**src/rtl/nest_irq_ctrl.sv**
```systemverilog
module nest_irq_ctrl #(
  parameter int NVEC      = 16,
  parameter int DEPTH     = 16,
  parameter int ENTRY_CYC = 10,
  parameter logic [15:0] RESET_ADDR = 16'hFFFE,
  parameter logic [15:0] TRAP_ADDR  = 16'hFFFC,
  parameter logic [15:0] VEC0_ADDR  = 16'hFFFA
) (
  input  logic              clk,
  input  logic              rst_n,
  input  logic [NVEC-1:0]   irq_flag,
  input  logic [NVEC-1:0]   irq_en,
  input  logic [2*NVEC-1:0] irq_prio,
  input  logic              trap_req,
  input  logic              instr_end,
  input  logic              iret,
  input  logic              lvl_wr,
  input  logic [1:0]        lvl_wdata,
  output logic              entry_req,
  output logic [15:0]       vec_addr,
  output logic [1:0]        cc_lvl
);
  localparam int IDXW = (NVEC > 1) ? $clog2(NVEC) : 1;
  localparam int SW   = (DEPTH > 1) ? $clog2(DEPTH) : 1;
  localparam int SPW  = $clog2(DEPTH + 1);
  localparam int CW   = (ENTRY_CYC > 1) ? $clog2(ENTRY_CYC) : 1;

  logic [1:0]      cur_lvl;
  logic [1:0]      stk [DEPTH];
  logic [SPW-1:0]  sp;
  logic            busy;
  logic [CW-1:0]   cnt;
  logic [15:0]     addr_q;

  logic            win_ok;
  logic [IDXW-1:0] win_idx;
  logic [1:0]      win_lvl;

  always_comb begin
    win_ok  = 1'b0;
    win_idx = '0;
    win_lvl = '0;
    for (int i = NVEC - 1; i >= 0; i--) begin
      if (irq_flag[i] && irq_en[i] && irq_prio[2*i +: 2] > cur_lvl &&
          (!win_ok || irq_prio[2*i +: 2] >= win_lvl)) begin
        win_ok  = 1'b1;
        win_idx = i[IDXW-1:0];
        win_lvl = irq_prio[2*i +: 2];
      end
    end
  end

  wire            take    = instr_end && (trap_req || win_ok);
  wire [15:0]     win_adr = VEC0_ADDR - (16'(win_idx) << 1);
  wire [SW-1:0]   push_i  = SW'(sp);
  wire [SW-1:0]   pop_i   = SW'(sp - 1'b1);
  wire            last    = (cnt == CW'(ENTRY_CYC - 1));

  always_ff @(posedge clk or negedge rst_n) begin
    if (!rst_n) begin
      cur_lvl <= 2'd3;
      sp      <= '0;
      busy    <= 1'b0;
      cnt     <= '0;
      addr_q  <= RESET_ADDR;
    end else if (busy) begin
      busy <= !last;
      cnt  <= last ? '0 : cnt + 1'b1;
    end else if (iret) begin
      if (sp != '0) begin
        cur_lvl <= stk[pop_i];
        sp      <= sp - 1'b1;
      end
    end else if (lvl_wr) begin
      cur_lvl <= lvl_wdata;
    end else if (take) begin
      busy    <= 1'b1;
      cnt     <= '0;
      cur_lvl <= trap_req ? 2'd3 : win_lvl;
      addr_q  <= trap_req ? TRAP_ADDR : win_adr;
      if (sp != SPW'(DEPTH)) sp <= sp + 1'b1;
    end
  end

  always_ff @(posedge clk) begin
    if (!busy && !iret && !lvl_wr && take && sp != SPW'(DEPTH))
      stk[push_i] <= cur_lvl;
  end

  assign entry_req = busy;
  assign vec_addr  = addr_q;
  assign cc_lvl    = cur_lvl;

  p_start_on_end_r6: assert property (@(posedge clk) disable iff (!rst_n)
    $rose(entry_req) |-> $past(instr_end));
  p_addr_hold_r6: assert property (@(posedge clk) disable iff (!rst_n)
    entry_req && $past(entry_req) |-> $stable(vec_addr));
  p_cnt_bound_r6: assert property (@(posedge clk) disable iff (!rst_n)
    cnt < CW'(ENTRY_CYC));
  p_masked_trap_only_r4: assert property (@(posedge clk) disable iff (!rst_n)
    $rose(entry_req) && $past(cc_lvl) == 2'd3 |-> vec_addr == TRAP_ADDR);
  p_level_rises_r7: assert property (@(posedge clk) disable iff (!rst_n)
    $rose(entry_req) && vec_addr != TRAP_ADDR |-> cc_lvl > $past(cc_lvl));
  p_empty_iret_r8: assert property (@(posedge clk) disable iff (!rst_n)
    !entry_req && iret && sp == '0 |=> $stable(cc_lvl));
  p_busy_lvl_r10: assert property (@(posedge clk) disable iff (!rst_n)
    entry_req && $past(entry_req) |-> $stable(cc_lvl));
endmodule

```
**config.mk**
```make
export PLATFORM = sky130hd
export DESIGN_NAME = nest_irq_ctrl
export DESIGN_NICKNAME = d
export VERILOG_FILES = /design/src/rtl/nest_irq_ctrl.sv
export SDC_FILE = /design/constraint.sdc
export NUM_CORES = 1
export LEC_CHECK = 0
export ABC_AREA = 1
export CAP_MARGIN = 20
export CORE_ASPECT_RATIO = 0.9
export CORE_MARGIN = 2
export CORE_UTILIZATION = 50
export CTS_CLUSTER_SIZE = 24
export DETAILED_ROUTE_END_ITERATION = 8
export GPL_TIMING_DRIVEN = 0
export PLACE_DENSITY = 0.74
export SLEW_MARGIN = 20
export SYNTH_ARGS = -nofsm -noshare
export SYNTH_HDL_FRONTEND = slang
export SYNTH_SLANG_ARGS = --single-unit
```
**constraint.sdc**
```tcl
create_clock -name clk -period 20.4 [get_ports clk]
set_input_delay 2.04 -clock clk [delete_from_list [all_inputs] [get_ports clk]]
set_output_delay 2.04 -clock clk [all_outputs]
set_load 0.005 [all_outputs]
```
; Word level (Yosys, flattened, before mapping)
; Memory sizes are Yosys's and may differ from the RTL's.
; Cells that the tools add are included.
[totals]
output_inout_bits = 19
register_bits = 28
mem_count = 1
ramBits = 32
wordCells = 216
input_bits = 72
[mem_list]
columns = memory, words, word_bits, read_ports, rd_clocked_by_memory_dff, write_ports, line_no
row1 = stk, 16, 2, 1, 0, 1, 29  ; logic [1:0] stk [DEPTH];
[op_classes]
n_addsub = 4
reduce_logical = 96
bitwise = 3
eq_ne = 6
muxes = 70
magnitude_cmp = 31
[op_table]
columns = cell, n
row1 = 4-bit 2-to-1 mux, 21
row2 = 1-bit logical AND, 52
row3 = 2-bit 2-to-1 mux, 21
row4 = 2-bit > comparator, 16
row5 = 2-bit greater-or-equal comparator, 15
row6 = 5-bit 2-to-1 mux, 5
row7 = 1-bit 2-to-1 mux, 22
row8 = 1-bit zero test, 19
row9 = 1-bit logical OR, 16
row10 = 16-bit 2-to-1 mux, 1
row11 = "4-bit by 6-bit subtractor with 7-bit output, first input constant", 1
row12 = "2-bit by 1-bit != test with 1-bit output, second input constant", 3
row13 = 3-bit AND reduction, 2
row14 = 2-bit nonzero test, 3
row15 = "5-bit by 1-bit adder with 5-bit output, second input constant", 1
row16 = "5-bit != test, second input constant", 1
row17 = 5-bit AND reduction, 1
row18 = 5-bit nonzero test, 1
row19 = "5-bit by 1-bit subtractor with 5-bit output, second input constant", 1
row20 = "4-bit by 1-bit adder with 4-bit output, second input constant", 1
row21 = "4-bit == test, second input constant", 1
row22 = 4-bit AND reduction, 1
row23 = 1-bit NOT, 3
row24 = 3-bit nonzero test, 1
row25 = "2-bit != test, second input constant", 1

; Longest topological paths before layout
[depth]
word_depth = 69
ltp_mapped = 138
depth_no_buf = 138

; Worst setup path after synthesis
; OpenSTA, ideal clock, no wires.
[synth_path]
path_kind = input to register
startpoint = input irq_prio[31]
endpoint = register addr_q[4], in the netlist vec_addr[4]
setup_time_ns = 0.080
cell_stages = 121
arrival_ns = 16.104
n_path_buf = 0
required_time_ns = 20.320
path_slack_ns = 4.216
cell_sequence = ha_1 -> nand2_2 -> inv_2 -> nor2_2 -> nand2_2 -> nor2_1 -> ha_1 -> inv_1 -> nand2_1 -> a21oi_1 -> nand2_1 -> nand2_1 -> nand2_1 -> o21ai_0 -> ha_1 -> inv_1 -> nand2_1 -> a21oi_1 -> (+85 left out) -> nand3_1 -> and2_2 -> ha_1 -> o21ai_0 -> nand3b_1 -> nand2_1 -> inv_1 -> nand2_1 -> and2_1 -> ha_1 -> o21ai_0 -> or3b_2 -> nand2_1 -> inv_1 -> nor3_1 -> nor3b_1 -> a21oi_1 -> o22a_1
[synth_between]
elab_chain_len = 66
[synth_lines]
columns = element, line_no
row1 = "start, declared", 13  ; input logic [2*NVEC-1:0] irq_prio,
row2 = "parallel branches: the longest is 66 deep, another holds 2-bit > comparator", n/a
row3 = "end signal, assigned", 80  ; addr_q <= trap_req ? TRAP_ADDR : win_adr;
row4 = "end, declared", 33  ; logic [15:0] addr_q;
; Parallel ways; which one is timed is not known.
; A chain may end at the register's enable or synchronous reset.

; Worst setup path after layout
; Same ends and word-level chain as after synthesis.

==> run metrics <==
worst min path class=reg -> reg; sort of element at the start of the critical path=input port; LEAKAGE=about 2.8 nW; share of Yosys cell area claimed by the top area cell type=around 20%; final cycle utilization of the critical path=between 90% and 100%; NumNets Final=858; maximum fanout encountered on the critical timing path=7; relative slew slack=a little under half; std cell rows=33; Post-synth top flop=edfxtp_1; initial core utilization=roughly half; status=finished, final reports clean; Yosys cell types=48; cell taking the most area after synthesis=edfxtp_1; pin slew with the least headroom to its limit=roughly 0.8 ns; #FFs+latches synth=49; maximum capacitance violations=0; post-CTS sizing=0; routability cong.=between 0.8 and 0.9; Clock Pin Slew Worst Setup and Hold Paths=approximately 0.09 ns; Clock Path Buffers=2; highest-delay cell along the critical path=or3b_2; number of primary I/O pins=a little over 90; fraction of final layout cells with drive strength greater than 1=between 10% and 20%; total number of clock tree sinks=49; initial antenna violation count=0; Setup Skew=around 0.0072 ns; Post-Synth XOR/XNOR Area=1.28%; highest attainable clock frequency=54.3 MHz; arrival time worst endpoint=~19 ns; port buffer count=79; cells taking the most area after synthesis=edfxtp_1, ha_1, nand2_1, inv_1, dfrtp_1; post-synthesis share of cell area spent on and, or, nand and nor gates=28.7%; hold buffers post-CTS=0; Core ar.=approximately 0.0092 mm^2; delay of the slowest cell on the worst path=around 0.45 ns; vias in the first global route=4519; type of the worst setup path=in -> reg; type of destination of the critical path=flip-flop; number of failing setup endpoints in the final timing report=0; # diodes=0; DRT antenna net count=0; number of max-slew violations in the final report=0; clock tree root driver cell=clkbuf_8; TritonCTS buffer count=5; final hold viol count=0; clock insertion delay at the later pin of the skew report=slightly above 0.3 ns; drt drc=0; CTS tree=yes; chip width=between 100 and 150 um; Final Routed Wirelength=11500 um; Avg Cell Area, Syn=between 7 and 8 um^2; Synth Cell Area=roughly 0.0048 mm^2; most used cell along the critical path=nand2_1; fraction of the mapped netlist area in compound gates=between 10 and 15%; setup repair after global routing missed its margin=false; placed inst area=roughly 0.0058 mm^2; share of synthesized area spent on multiplexers=less than 1%; combinational family with the most area after synthesis=simple AND/OR/NAND/NOR gates; global-route usage over all layers=23.1%; average vias per placed instance=between 5 and 6; Detailed Place HPWL=a little over 9000 um; DR pass1 iterations=6; first-pass GRT wire length=19700 um; power per cell area=roughly 120 mW/mm^2; adder-cell share of the synthesized area=16.2%; vias post-DR=about 4500; number of flops mapped to enable cells by yosys=32; CTS H-Tree Depth=2; postcts setup bufs=0; final critical delay including setup and external delays=~18 ns; register area share after synthesis=around 30%; post-DR wirelength/cell=about 14 um; pin count of the biggest net entering global routing=35; Critical Path RT=about 21 ns; summed area of non-filler cells in the final layout=~0.0058 mm^2; Layout area overhead=22.3%; share of synthesized flip-flops with an asynchronous set or reset=between 30% and 40%; die area=between 0.01 and 0.015 mm^2; number of warnings printed during yosys synthesis=0; peak supply drop=0.0629 mV; vertical extent of the die=slightly below 100 um; synthesized instance count=about 630; setup total negative slack=0 ns; Initial DRC Count=between 200 and 250; Congestion Overflow GR=0
registers in the layout (all words and copies together), names as in the netlist:
register	flops
sp	5
cc_lvl	2
stk	32
entry_req	1
cnt	4
vec_addr	5
cells in the final DEF (no fill, tap or decap), drive strengths merged, types with 7 or more instances in the layout:
master           n
o21ai           31
dfrtp           10
clkdlybuf4s50   79
clkbuf          11
a211oi          12
nand3           52
nand2          136
nor3            11
edfxtp          32
conb            11
inv            110
a21oi           35
dfstp            7
ha              62
nor2            57
buf             13
layout make-up:
type / count / area [um^2]
Fill cell: 818 / 3370
Multi-Input combinational cell: 461 / 2880
Sequential cell: 49 / 1400
Timing Repair Buffer: 79 / 791
Inverter: 110 / 413
Tap cell: 122 / 153
Buffer: 18 / 116
Clock buffer: 6 / 72.6
Clock inverter: 2 / 13.8
stage by stage:
step                hold slack [ns]  utilization, %  setup WS [ns]  cells  power [mW]
floorplan                     0.494               -           4.22    638       0.515
global placement              0.495            62.5           2.43    839       0.621
detailed placement            0.494            62.5           1.76    839       0.650
CTS                           0.508            63.4           2.01    847       0.709
global route                  0.525            63.4         0.0973    847       0.785
finish                        0.509            63.4           1.97    847       0.710
path summary, 6_finish.rpt:
| check | slack, ns | cells past startpoint | from | end |
|---|---|---|---|---|
| worst max-delay path | 1.97 | 123 | irq_prio[31] | vec_addr[4] |
| worst min-delay path | 0.51 | 1 | vec_addr[2] | vec_addr[2] |
| worst max register to register | 2.85 | 123 | cc_lvl[1] | vec_addr[4] |
| worst min register to register | 0.51 | 1 | vec_addr[2] | vec_addr[2] |
| max in group asynchronous | 17.73 | 1 | rst_n | sp[1] |
| min in group asynchronous | 2.19 | 1 | rst_n | sp[4] |
Yosys cell counts (2+ instances only):
cell,number
nand2_4,13
nand2_1,108
nor3b_1,2
edfxtp_1,32
inv_2,2
o221ai_1,5
nand3_1,42
nor2_1,56
nand4_1,2
ha_1,62
o211ai_1,3
dfrtp_1,10
mux2i_1,3
a2bb2oi_1,2
o22ai_1,3
a21oi_1,35
or2_2,4
nand3_2,10
nand2_2,15
conb_1,2
o32ai_1,3
a31oi_1,2
xor2_1,5
xnor2_1,2
and2_1,4
inv_1,107
nor3_1,11
nand3b_1,4
dfstp_2,7
clkbuf_1,5
buf_4,11
a211oi_1,12
o21ai_0,30
worst max-delay path: cells and delay by family:
family,cells,cell delay (ns)
adder cells (fa/ha/maj),16,4.56
AND/OR/NAND/NOR,59,6.30
AO/OA/AOI/OAI,29,4.08
buffers and inverters,19,1.65
metal layers:
layer | part of all wire, % | track usage, % | up-vias
li1 | - | - | 2267
met1 | 44 | 28.2 | 2088
met2 | 49 | 42.1 | 134
met3 | 4.5 | 2.70 | 25
met4 | 2.2 | 6.79 | 0
met5 | 0 | 0 | -
logic make-up after synthesis:
group                    count (synthesis)
adder cells (fa/ha/maj)                 62
flip-flops                              49
buffers and inverters                  128
XOR/XNOR                                 7
other                                    2
AO/OA/AOI/OAI                          101
multiplexers                             3
AND/OR/NAND/NOR                        277
power breakdown:
group | internal (mW) | switching [mW]
Sequential | 0.138 | 0.0288
Combinational | 0.194 | 0.291
Clock | 0.0245 | 0.0334
No activity file was read; power rests on OpenSTA's default activity.
